$ cat src/rtl/wkd_pkg.sv
// Shared types for the standby wake-up detector.
package wkd_pkg;
    // Detector phase while in standby.
    typedef enum logic [1:0] {
        WK_IDLE  = 2'd0,  // no dominant phase being tracked
        WK_FILT  = 2'd1,  // dominant, minimum time not yet met
        WK_WAKE  = 2'd2,  // wake reported, receive output low
        WK_STUCK = 2'd3   // dominant too long, request withdrawn
    } wk_state_t;
endpackage

$ cat src/rtl/wkd_edge.sv
// Recessive-to-dominant change detector.
// Assumes: bus_dom is synchronous to clk. The recessive history is
// forgotten outside standby, so a bus that is already dominant on entry
// produces no change.
module wkd_edge (
    input  logic clk,
    input  logic rst_n,
    input  logic standby,
    input  logic bus_dom,
    output logic rise
);
    logic was_rec_q;

    // Remember whether the previous standby sample was recessive.
    always_ff @(posedge clk) begin
        if (!rst_n) was_rec_q <= 1'b0;
        else        was_rec_q <= standby && !bus_dom;
    end

    assign rise = standby && bus_dom && was_rec_q;
endmodule

$ cat src/rtl/wkd_sat_cnt.sv
// Saturating up-counter with synchronous clear.
// Assumes: clear has priority over increment, and MAX fits in W bits.
module wkd_sat_cnt #(
    parameter int MAX = 100000,
    parameter int W   = $clog2(MAX + 1)
) (
    input  logic         clk,
    input  logic         rst_n,
    input  logic         clr,
    input  logic         inc,
    output logic [W-1:0] cnt
);
    localparam logic [W-1:0] TOP = W'(MAX);

    // Count up on inc, hold at TOP, return to zero on clr.
    always_ff @(posedge clk) begin
        if (!rst_n || clr)           cnt <= '0;
        else if (inc && cnt != TOP)  cnt <= cnt + 1'b1;
    end
endmodule

$ cat src/rtl/wkd_ctrl.sv
// Wake state machine: filter phase, wake report, stuck-dominant release.
// Assumes: dom_cnt holds the number of dominant samples since the
// recessive-to-dominant change (it reads 0 in IDLE), and TOUT_CYC > FILT_CYC.
module wkd_ctrl
    import wkd_pkg::*;
#(
    parameter int FILT_CYC = 300,
    parameter int TOUT_CYC = 100000,
    parameter int W        = $clog2(TOUT_CYC + 1)
) (
    input  logic         clk,
    input  logic         rst_n,
    input  logic         standby,
    input  logic         bus_dom,
    input  logic         rise,
    input  logic [W-1:0] dom_cnt,
    output wk_state_t    state,
    output logic         pend
);
    localparam logic [W-1:0] FILT_LIM = W'(FILT_CYC);
    localparam logic [W-1:0] TOUT_LIM = W'(TOUT_CYC);

    wk_state_t nxt;

    // Next-state choice from the bus level and the dominant run length.
    always_comb begin
        nxt = state;
        unique case (state)
            WK_IDLE:  if (rise) nxt = WK_FILT;
            WK_FILT:  if (!bus_dom) nxt = WK_IDLE;
                      else if (dom_cnt >= FILT_LIM) nxt = WK_WAKE;
            WK_WAKE:  if (!bus_dom) nxt = WK_IDLE;
                      else if (dom_cnt >= TOUT_LIM) nxt = WK_STUCK;
            WK_STUCK: if (!bus_dom) nxt = WK_IDLE;
            default:  nxt = WK_IDLE;
        endcase
        if (!standby) nxt = WK_IDLE;
    end

    // State register.
    always_ff @(posedge clk) begin
        if (!rst_n) state <= WK_IDLE;
        else        state <= nxt;
    end

    // Sticky pending flag: set on entering WAKE, cleared outside standby.
    always_ff @(posedge clk) begin
        if (!rst_n || !standby)                   pend <= 1'b0;
        else if (nxt == WK_WAKE && state != WK_WAKE) pend <= 1'b1;
    end
endmodule

$ cat src/rtl/stby_wake_det.sv
// Standby bus wake-up detector top.
// Assumes: standby_i and bus_dom_i are synchronous to clk. FILT_CYC and
// TOUT_CYC are cycle counts with TOUT_CYC > FILT_CYC.
module stby_wake_det
    import wkd_pkg::*;
#(
    parameter int FILT_CYC = 300,
    parameter int TOUT_CYC = 100000
) (
    input  logic clk,
    input  logic rst_n,
    input  logic standby_i,
    input  logic bus_dom_i,
    output logic rxd_o,
    output logic wake_pend_o
);
    localparam int CW = $clog2(TOUT_CYC + 1);

    logic          rise;
    logic [CW-1:0] dom_cnt;
    logic          cnt_clr;
    wk_state_t     state;

    wkd_edge u_edge (
        .clk     (clk),
        .rst_n   (rst_n),
        .standby (standby_i),
        .bus_dom (bus_dom_i),
        .rise    (rise)
    );

    // The run counter stays at zero unless a tracked dominant phase is live.
    assign cnt_clr = !standby_i || !bus_dom_i || (state == WK_IDLE && !rise);

    wkd_sat_cnt #(.MAX(TOUT_CYC), .W(CW)) u_cnt (
        .clk   (clk),
        .rst_n (rst_n),
        .clr   (cnt_clr),
        .inc   (1'b1),
        .cnt   (dom_cnt)
    );

    wkd_ctrl #(.FILT_CYC(FILT_CYC), .TOUT_CYC(TOUT_CYC), .W(CW)) u_ctrl (
        .clk     (clk),
        .rst_n   (rst_n),
        .standby (standby_i),
        .bus_dom (bus_dom_i),
        .rise    (rise),
        .dom_cnt (dom_cnt),
        .state   (state),
        .pend    (wake_pend_o)
    );

    assign rxd_o = (state != WK_WAKE);
endmodule

$ cat config.mk
export PLATFORM = sky130hd
export DESIGN_NAME = stby_wake_det
export DESIGN_NICKNAME = d
export VERILOG_FILES = /design/src/rtl/wkd_pkg.sv /design/src/rtl/wkd_edge.sv /design/src/rtl/wkd_sat_cnt.sv /design/src/rtl/wkd_ctrl.sv /design/src/rtl/stby_wake_det.sv
export SDC_FILE = /design/constraint.sdc
export NUM_CORES = 1
export LEC_CHECK = 0
export BUFFER_PORTS_ARGS = -buffer_cell sky130_fd_sc_hd__buf_2
export CORE_ASPECT_RATIO = 1.2
export CORE_UTILIZATION = 45
export CTS_BUF_LIST = sky130_fd_sc_hd__clkbuf_8 sky130_fd_sc_hd__clkbuf_16
export CTS_CLUSTER_DIAMETER = 120
export DETAILED_ROUTE_END_ITERATION = 12
export PLACE_DENSITY_LB_ADDON = 0.3
export RECOVER_POWER = 100
export SLEW_MARGIN = 5
export SYNTH_ARGS = -nofsm -noshare
export SYNTH_HDL_FRONTEND = slang
export SYNTH_SLANG_ARGS = --single-unit
export TNS_END_PERCENT = 1
$ cat constraint.sdc
create_clock -name clk -period 4.03 [get_ports clk]
set_input_delay 0.403 -clock clk [delete_from_list [all_inputs] [get_ports clk]]
set_output_delay 0.403 -clock clk [all_outputs]
set_load 0.005 [all_outputs]
== Word level (Yosys, flattened, before mapping) ==
Cells that the tools add are included.

* Bits in registers: 21
* Input port bits: 4
* Output and inout port bits: 2
* Word-level logic and storage cells: 35

* Add/subtract/negate cells: 1
* Magnitude comparators: 2
* Equal/unequal tests: 6
* Mux-type cells: 8
* Reduce and logical (&&, ||, !) cells: 14

{| class="wikitable"
|+ Operators with widths
! kind !! count
|-
| adder 17 x 1 -> 17 bit (second input constant) || 1
|-
| greater-or-equal comparator 17 bit (second input constant) || 1
|-
| greater-or-equal comparator 17 x 9 -> 1 bit (second input constant) || 1
|-
| != test 17 bit (second input constant) || 1
|-
| two-way mux 2 bit || 7
|-
| case mux 2 bit (4 select lines) || 1
|-
| == test 2 bit (second input constant) || 3
|-
| logical AND 1 bit || 5
|-
| logical NOT 1 bit || 4
|-
| logical OR 1 bit || 4
|-
| == test 2 x 1 -> 1 bit (second input constant) || 1
|-
| logical NOT 2 bit || 1
|-
| != test 2 bit (second input constant) || 1
|}

== Logic depth before layout (Yosys ltp) ==
* Word-level depth: 7
* Mapped depth: 5
* Depth with buffers taken out: 5

== By module ==
From an unflattened synthesis, not the netlist that was laid out.

* Cells, all modules: 137
* Area, all modules: 1,169.9 um^2

{| class="wikitable"
|+ By module, submodules not included
! module !! instances !! cells each !! area an instance (um^2) !! seq. area each (um^2)
|-
| wkd_sat_cnt || 1 || 99 || 862.1 || 340.3
|-
| wkd_ctrl || 1 || 32 || 245.2 || 60.1
|-
| wkd_edge || 1 || 3 || 36.3 || 20.0
|-
| stby_wake_det || 1 || 3 || 26.3 || 0.0
|}

== Worst setup path before layout ==
Ideal clock, no wire load.

* Path kind: register -> register
* Start: register u_cnt.cnt[0]
* End: register u_cnt.cnt[14]
* Setup time: 0.070 ns
* Data arrival time: 1.670 ns
* Data required time: 3.960 ns
* Setup slack: 2.290 ns
* Stages on the path, launching flop included: 6
* Buffers on the path: 0
* Clock period less this slack: 1.740 ns
* Path through: dfxtp_1 > ha_1 > nand3_4 > or4_4 > or3_1 > a21oi_1

* Longest elaborated chain between the ends: 1
* Elaborated cells between the ends (all ways): 2
* Those cells by class: add/sub (1); eq/ne (1)

{| class="wikitable"
|+ Ends and longest elaborated chain
! element !! RTL line !! source
|-
| start, declared || wkd_sat_cnt.sv:11 || <nowiki>output logic [W-1:0] cnt</nowiki>
|-
| start signal, assigned || wkd_sat_cnt.sv:18 || <nowiki>else if (inc && cnt != TOP) cnt <= cnt + 1'b1;</nowiki>
|-
| adder 17 x 1 -> 17 bit or != test 17 bit (tied branches) || wkd_sat_cnt.sv:18 ||
|}

Several ways; a longest one is shown, not always the timed one.
A chain may end at the register's enable or synchronous reset.

== Final worst setup path ==
* Start: register u_cnt.cnt[0]
* End: register u_cnt.cnt[16]

The elaborated chain is that of the path after synthesis.

==> flow_summary.yaml <==
outcome:
  outcome: "completed"
power_and_ir_drop:
  net-switching-power_w: 0.0000683
  power_leakage_nw: 0.349
  p_int_w: 0.000278
  p_per_area_nw_per_um2: 314
  peakVddDrop_mv: 0.206
  netSwitchingFraction_pct: 19.7
  share_clk_of_total_power_pct: 38.6
  share_seq_of_total_power_pct: 60.3
  combinationalPowerShare_pct: 1.2
route:
  detailedRoute.firstIterationViolations: 6
  met3WireLength_um: 76
  ant_nets: 0
  post_drt_via_cell_ratio: 5.43
  detail_route.wirelength_mm: 1.79
  route.detailed.drc: 0
  met1Wirelength_um: 834
  routedWlPerCell_um: 11.4
  wl_met2_um: 832
  detailedRoute.firstPassIterationCount: 4
  detailroute.via_count: 852
  routed.top_layer: "met4"
finish:
  antenna-diode-count: 0
  n_fill_cell: 227
  regArea_um2: 420
  finalNetCount: 134
  stdcell_count: 157
  multiInputGateArea_um2: 558
  finalCoreUtilization_pct: 52.0
  postLayoutCellArea_um2: 1100
  layout-area-overhead-vs-synth_pct: 6.15
  drive_gt1_share_pct: 6.30
logic_synthesis:
  netlist-cell-type-count: 37
  synth-async-reset-ratio_pct: 0
  ys_warn_count: 0
  synthCells: 125
  number_of_synthesized_register_bits: 21
  total_standard_cell_area_after_synthesis_um2: 1040
  largest_area_contributor_in_the_netlist: "sky130_fd_sc_hd__dfxtp_1"
  synth.net_count: 131
  synth-edff-count: 0
  synth.top_cells.by_area: "sky130_fd_sc_hd__dfxtp_1 41%, sky130_fd_sc_hd__xor2_1 5.9%, sky130_fd_sc_hd__nor2_1 4.7%"
  synth_flop_cell: "sky130_fd_sc_hd__dfxtp_1"
  ys_seq_area_share_pct: 40.5
  post_synth.cell_area_avg_um2: 8.30
  synth_top_area_share_pct: 40.5
place:
  port_buffers: 5
  gp_routability_congestion: 0.782
  numPlacedInstances: 153
  detailed_place.area_um2: 1060
  dp_worst_setup_slack_ns: 2.15
  detailedPlacementHpwl_mm: 1.33
worst_setup_path:
  crit_path_end_kind: "flip-flop"
  worstReg2RegStart: "u_cnt.cnt[0]"
  worstPathRequired_ns: 4.21
  r2r_cells: 5
  r2r_setup_slk_ns: 2.08
  endpoint_of_the_most_critical_register_to_register_path: "u_cnt.cnt[16]"
  start_kind: "flip-flop"
  path_class: "flip-flop to flip-flop"
  timing.critical_path.fanout_max: 5
  worst_ep_arrival_time_ns: 2.13
cts:
  post-cts-setup-buffer-count: 0
  ctsHtreeMaxLevel: 1
  clockBufferDepth: 2
  worstSkewPairLatency_ns: 0.26
  cts_root_buffer: "sky130_fd_sc_hd__clkbuf_8"
  tritoncts.num_buffers: 3
  clock_sink_count: 21
  cts_hold_buf: 0
  cts_tree: "built"
  clock_slew_seen_by_the_registers_of_the_worst_setup_and_hold_paths_ns: 0.07
  postCtsResizedCells: 0
grt:
  antenna_found_initial: 0
  grt_start_max_net_pins: 16
  grt_overflow: 0
  grt_pass1_wl_mm: 3.02
  globalRouteTotalUtil_pct: 17.6
  first_global_vias: 714
timing:
  period_minus_slack_ns: 1.95
  final_hold_viol_count: 0
  final.setup.worst_slack_ns: 2.08
  drv_slew: 0
  rsz0062_at_grt: "no"
  maxClockFrequency_mhz: 513
  setup-tns-final_ns: 0
  slew-limit-headroom_pct: 43.7
  final-setup-viol-count: 0
  finClkSkew_ns: 0.00152
  tightest_slew_ns: 0.845
  post-route-period-util_pct: 48.4
floorplan:
  die_x_um: 45.8
  io_pins: 6
  floorplan.die.height_um: 54.6
  floorplan.core_area_um2: 2120
  area_enclosed_by_the_die_boundary_um2: 2500
  floorplan.rows: 18
  initial_core_util_pct: 49.0
min_path:
  min-delay-start: "bus_dom_i"
  hold_depth: 2
  hold_end: "u_edge.was_rec_q"
  timing.hold.worst.class: "input pin to flip-flop"
run:
  max-cap-violations: 0
==> kinds of logic (layout without fill, tap and decap cells) <==
kind of cell | after synthesis | after routing | share of synthesized area, %
AND/OR/NAND/NOR | 58 | 58 | 31.5
flip-flops | 21 | 21 | 40.5
XOR/XNOR | 8 | 8 | 6.76
buffers and inverters | 12 | 14 | 5.19
AO/OA/AOI/OAI | 24 | 24 | 13.6
adder cells (fa/ha/maj) | 2 | 2 | 2.41
==> state kept, by name, summed over array words and instances (netlist names) <==
name              count
u_ctrl.pend           1
u_edge.was_rec_q      1
u_ctrl.state          2
u_cnt.cnt            17
==> routing by layer <==
| metal | global-route usage (%) | up-vias |
|---|---|---|
| met5 | 0 | - |
| met3 | 6.93 | 5 |
| met2 | 27.6 | 14 |
| met4 | 10.3 | 0 |
| met1 | 20.0 | 390 |
| li1 | - | 443 |
==> metrics by stage <==
stage | hold WS, ns | power (W)
after global placement | 0.449 | 0.000217
final | 0.304 | 0.000346
after CTS | 0.300 | 0.000355
after global routing | 0.295 | 0.000362
after detailed placement | 0.467 | 0.000217
after floorplan | 0.432 | 0.000215
==> worst max-delay path, stage by stage, from the launching register on <==
cell and delay (ns):
sky130_fd_sc_hd__dfxtp_1 0.38, sky130_fd_sc_hd__ha_1 0.30, sky130_fd_sc_hd__nand3_4 0.10, sky130_fd_sc_hd__or4_1 0.57, sky130_fd_sc_hd__or3_1 0.38, sky130_fd_sc_hd__a21oi_1 0.15
==> placed cells by master, fill, tap and decap left out, types with 3 or more instances in the layout <==
master,instances
sky130_fd_sc_hd__dfxtp_1,21
sky130_fd_sc_hd__nor2_1,13
sky130_fd_sc_hd__nand2_1,10
sky130_fd_sc_hd__o21ai_0,8
sky130_fd_sc_hd__a21oi_1,8
sky130_fd_sc_hd__nand3_1,7
sky130_fd_sc_hd__xor2_1,7
sky130_fd_sc_hd__inv_1,6
sky130_fd_sc_hd__nand4_1,4
sky130_fd_sc_hd__or3_1,4
sky130_fd_sc_hd__nand2b_1,3
sky130_fd_sc_hd__or4_1,3
sky130_fd_sc_hd__clkbuf_8,3
sky130_fd_sc_hd__clkbuf_1,3
==> worst max-delay path by stage <==
stage / startpoint / endpoint / depth (start not counted)
2_1_floorplan: u_cnt.cnt[0] / u_cnt.cnt[14] / 5
3_3_place_gp: u_cnt.cnt[0] / u_cnt.cnt[16] / 5
3_5_place_dp: u_cnt.cnt[0] / u_cnt.cnt[16] / 5
4_1_cts: u_cnt.cnt[0] / u_cnt.cnt[16] / 5
5_1_grt: u_cnt.cnt[0] / u_cnt.cnt[14] / 5
6_report: u_cnt.cnt[0] / u_cnt.cnt[16] / 5
==> cells in the mapped netlist (3+ instances only) <==
master,number
sky130_fd_sc_hd__dfxtp_1,21
sky130_fd_sc_hd__nor2_1,13
sky130_fd_sc_hd__nand2_1,10
sky130_fd_sc_hd__a21oi_1,8
sky130_fd_sc_hd__o21ai_0,8
sky130_fd_sc_hd__nand3_1,7
sky130_fd_sc_hd__xor2_1,7
sky130_fd_sc_hd__inv_1,5
sky130_fd_sc_hd__nand4_1,4
sky130_fd_sc_hd__or3_1,4
sky130_fd_sc_hd__nand2b_1,3
==> power by group through the flow <==
stage          sequential, W  clock (W)  combinational (W)
5_1_grt             0.000208   0.000149         0.00000461
3_3_place_gp        0.000213          0         0.00000426
4_1_cts             0.000208   0.000142         0.00000432
2_1_floorplan       0.000213          0         0.00000206
6_report            0.000208   0.000133         0.00000412
3_5_place_dp        0.000213          0         0.00000431
==> layout make-up <==
| type | count | area share (%) |
|---|---|---|
| clock buffer | 3 | 3.75 |
| clock inverter | 1 | 0.341 |
| inverter | 5 | 1.70 |
| multi-input combinational | 92 | 50.7 |
| sequential | 21 | 38.2 |
| tap | 30 | 3.41 |
| timing repair buffer | 5 | 1.93 |
No activity file was read; power rests on OpenSTA's default activity.
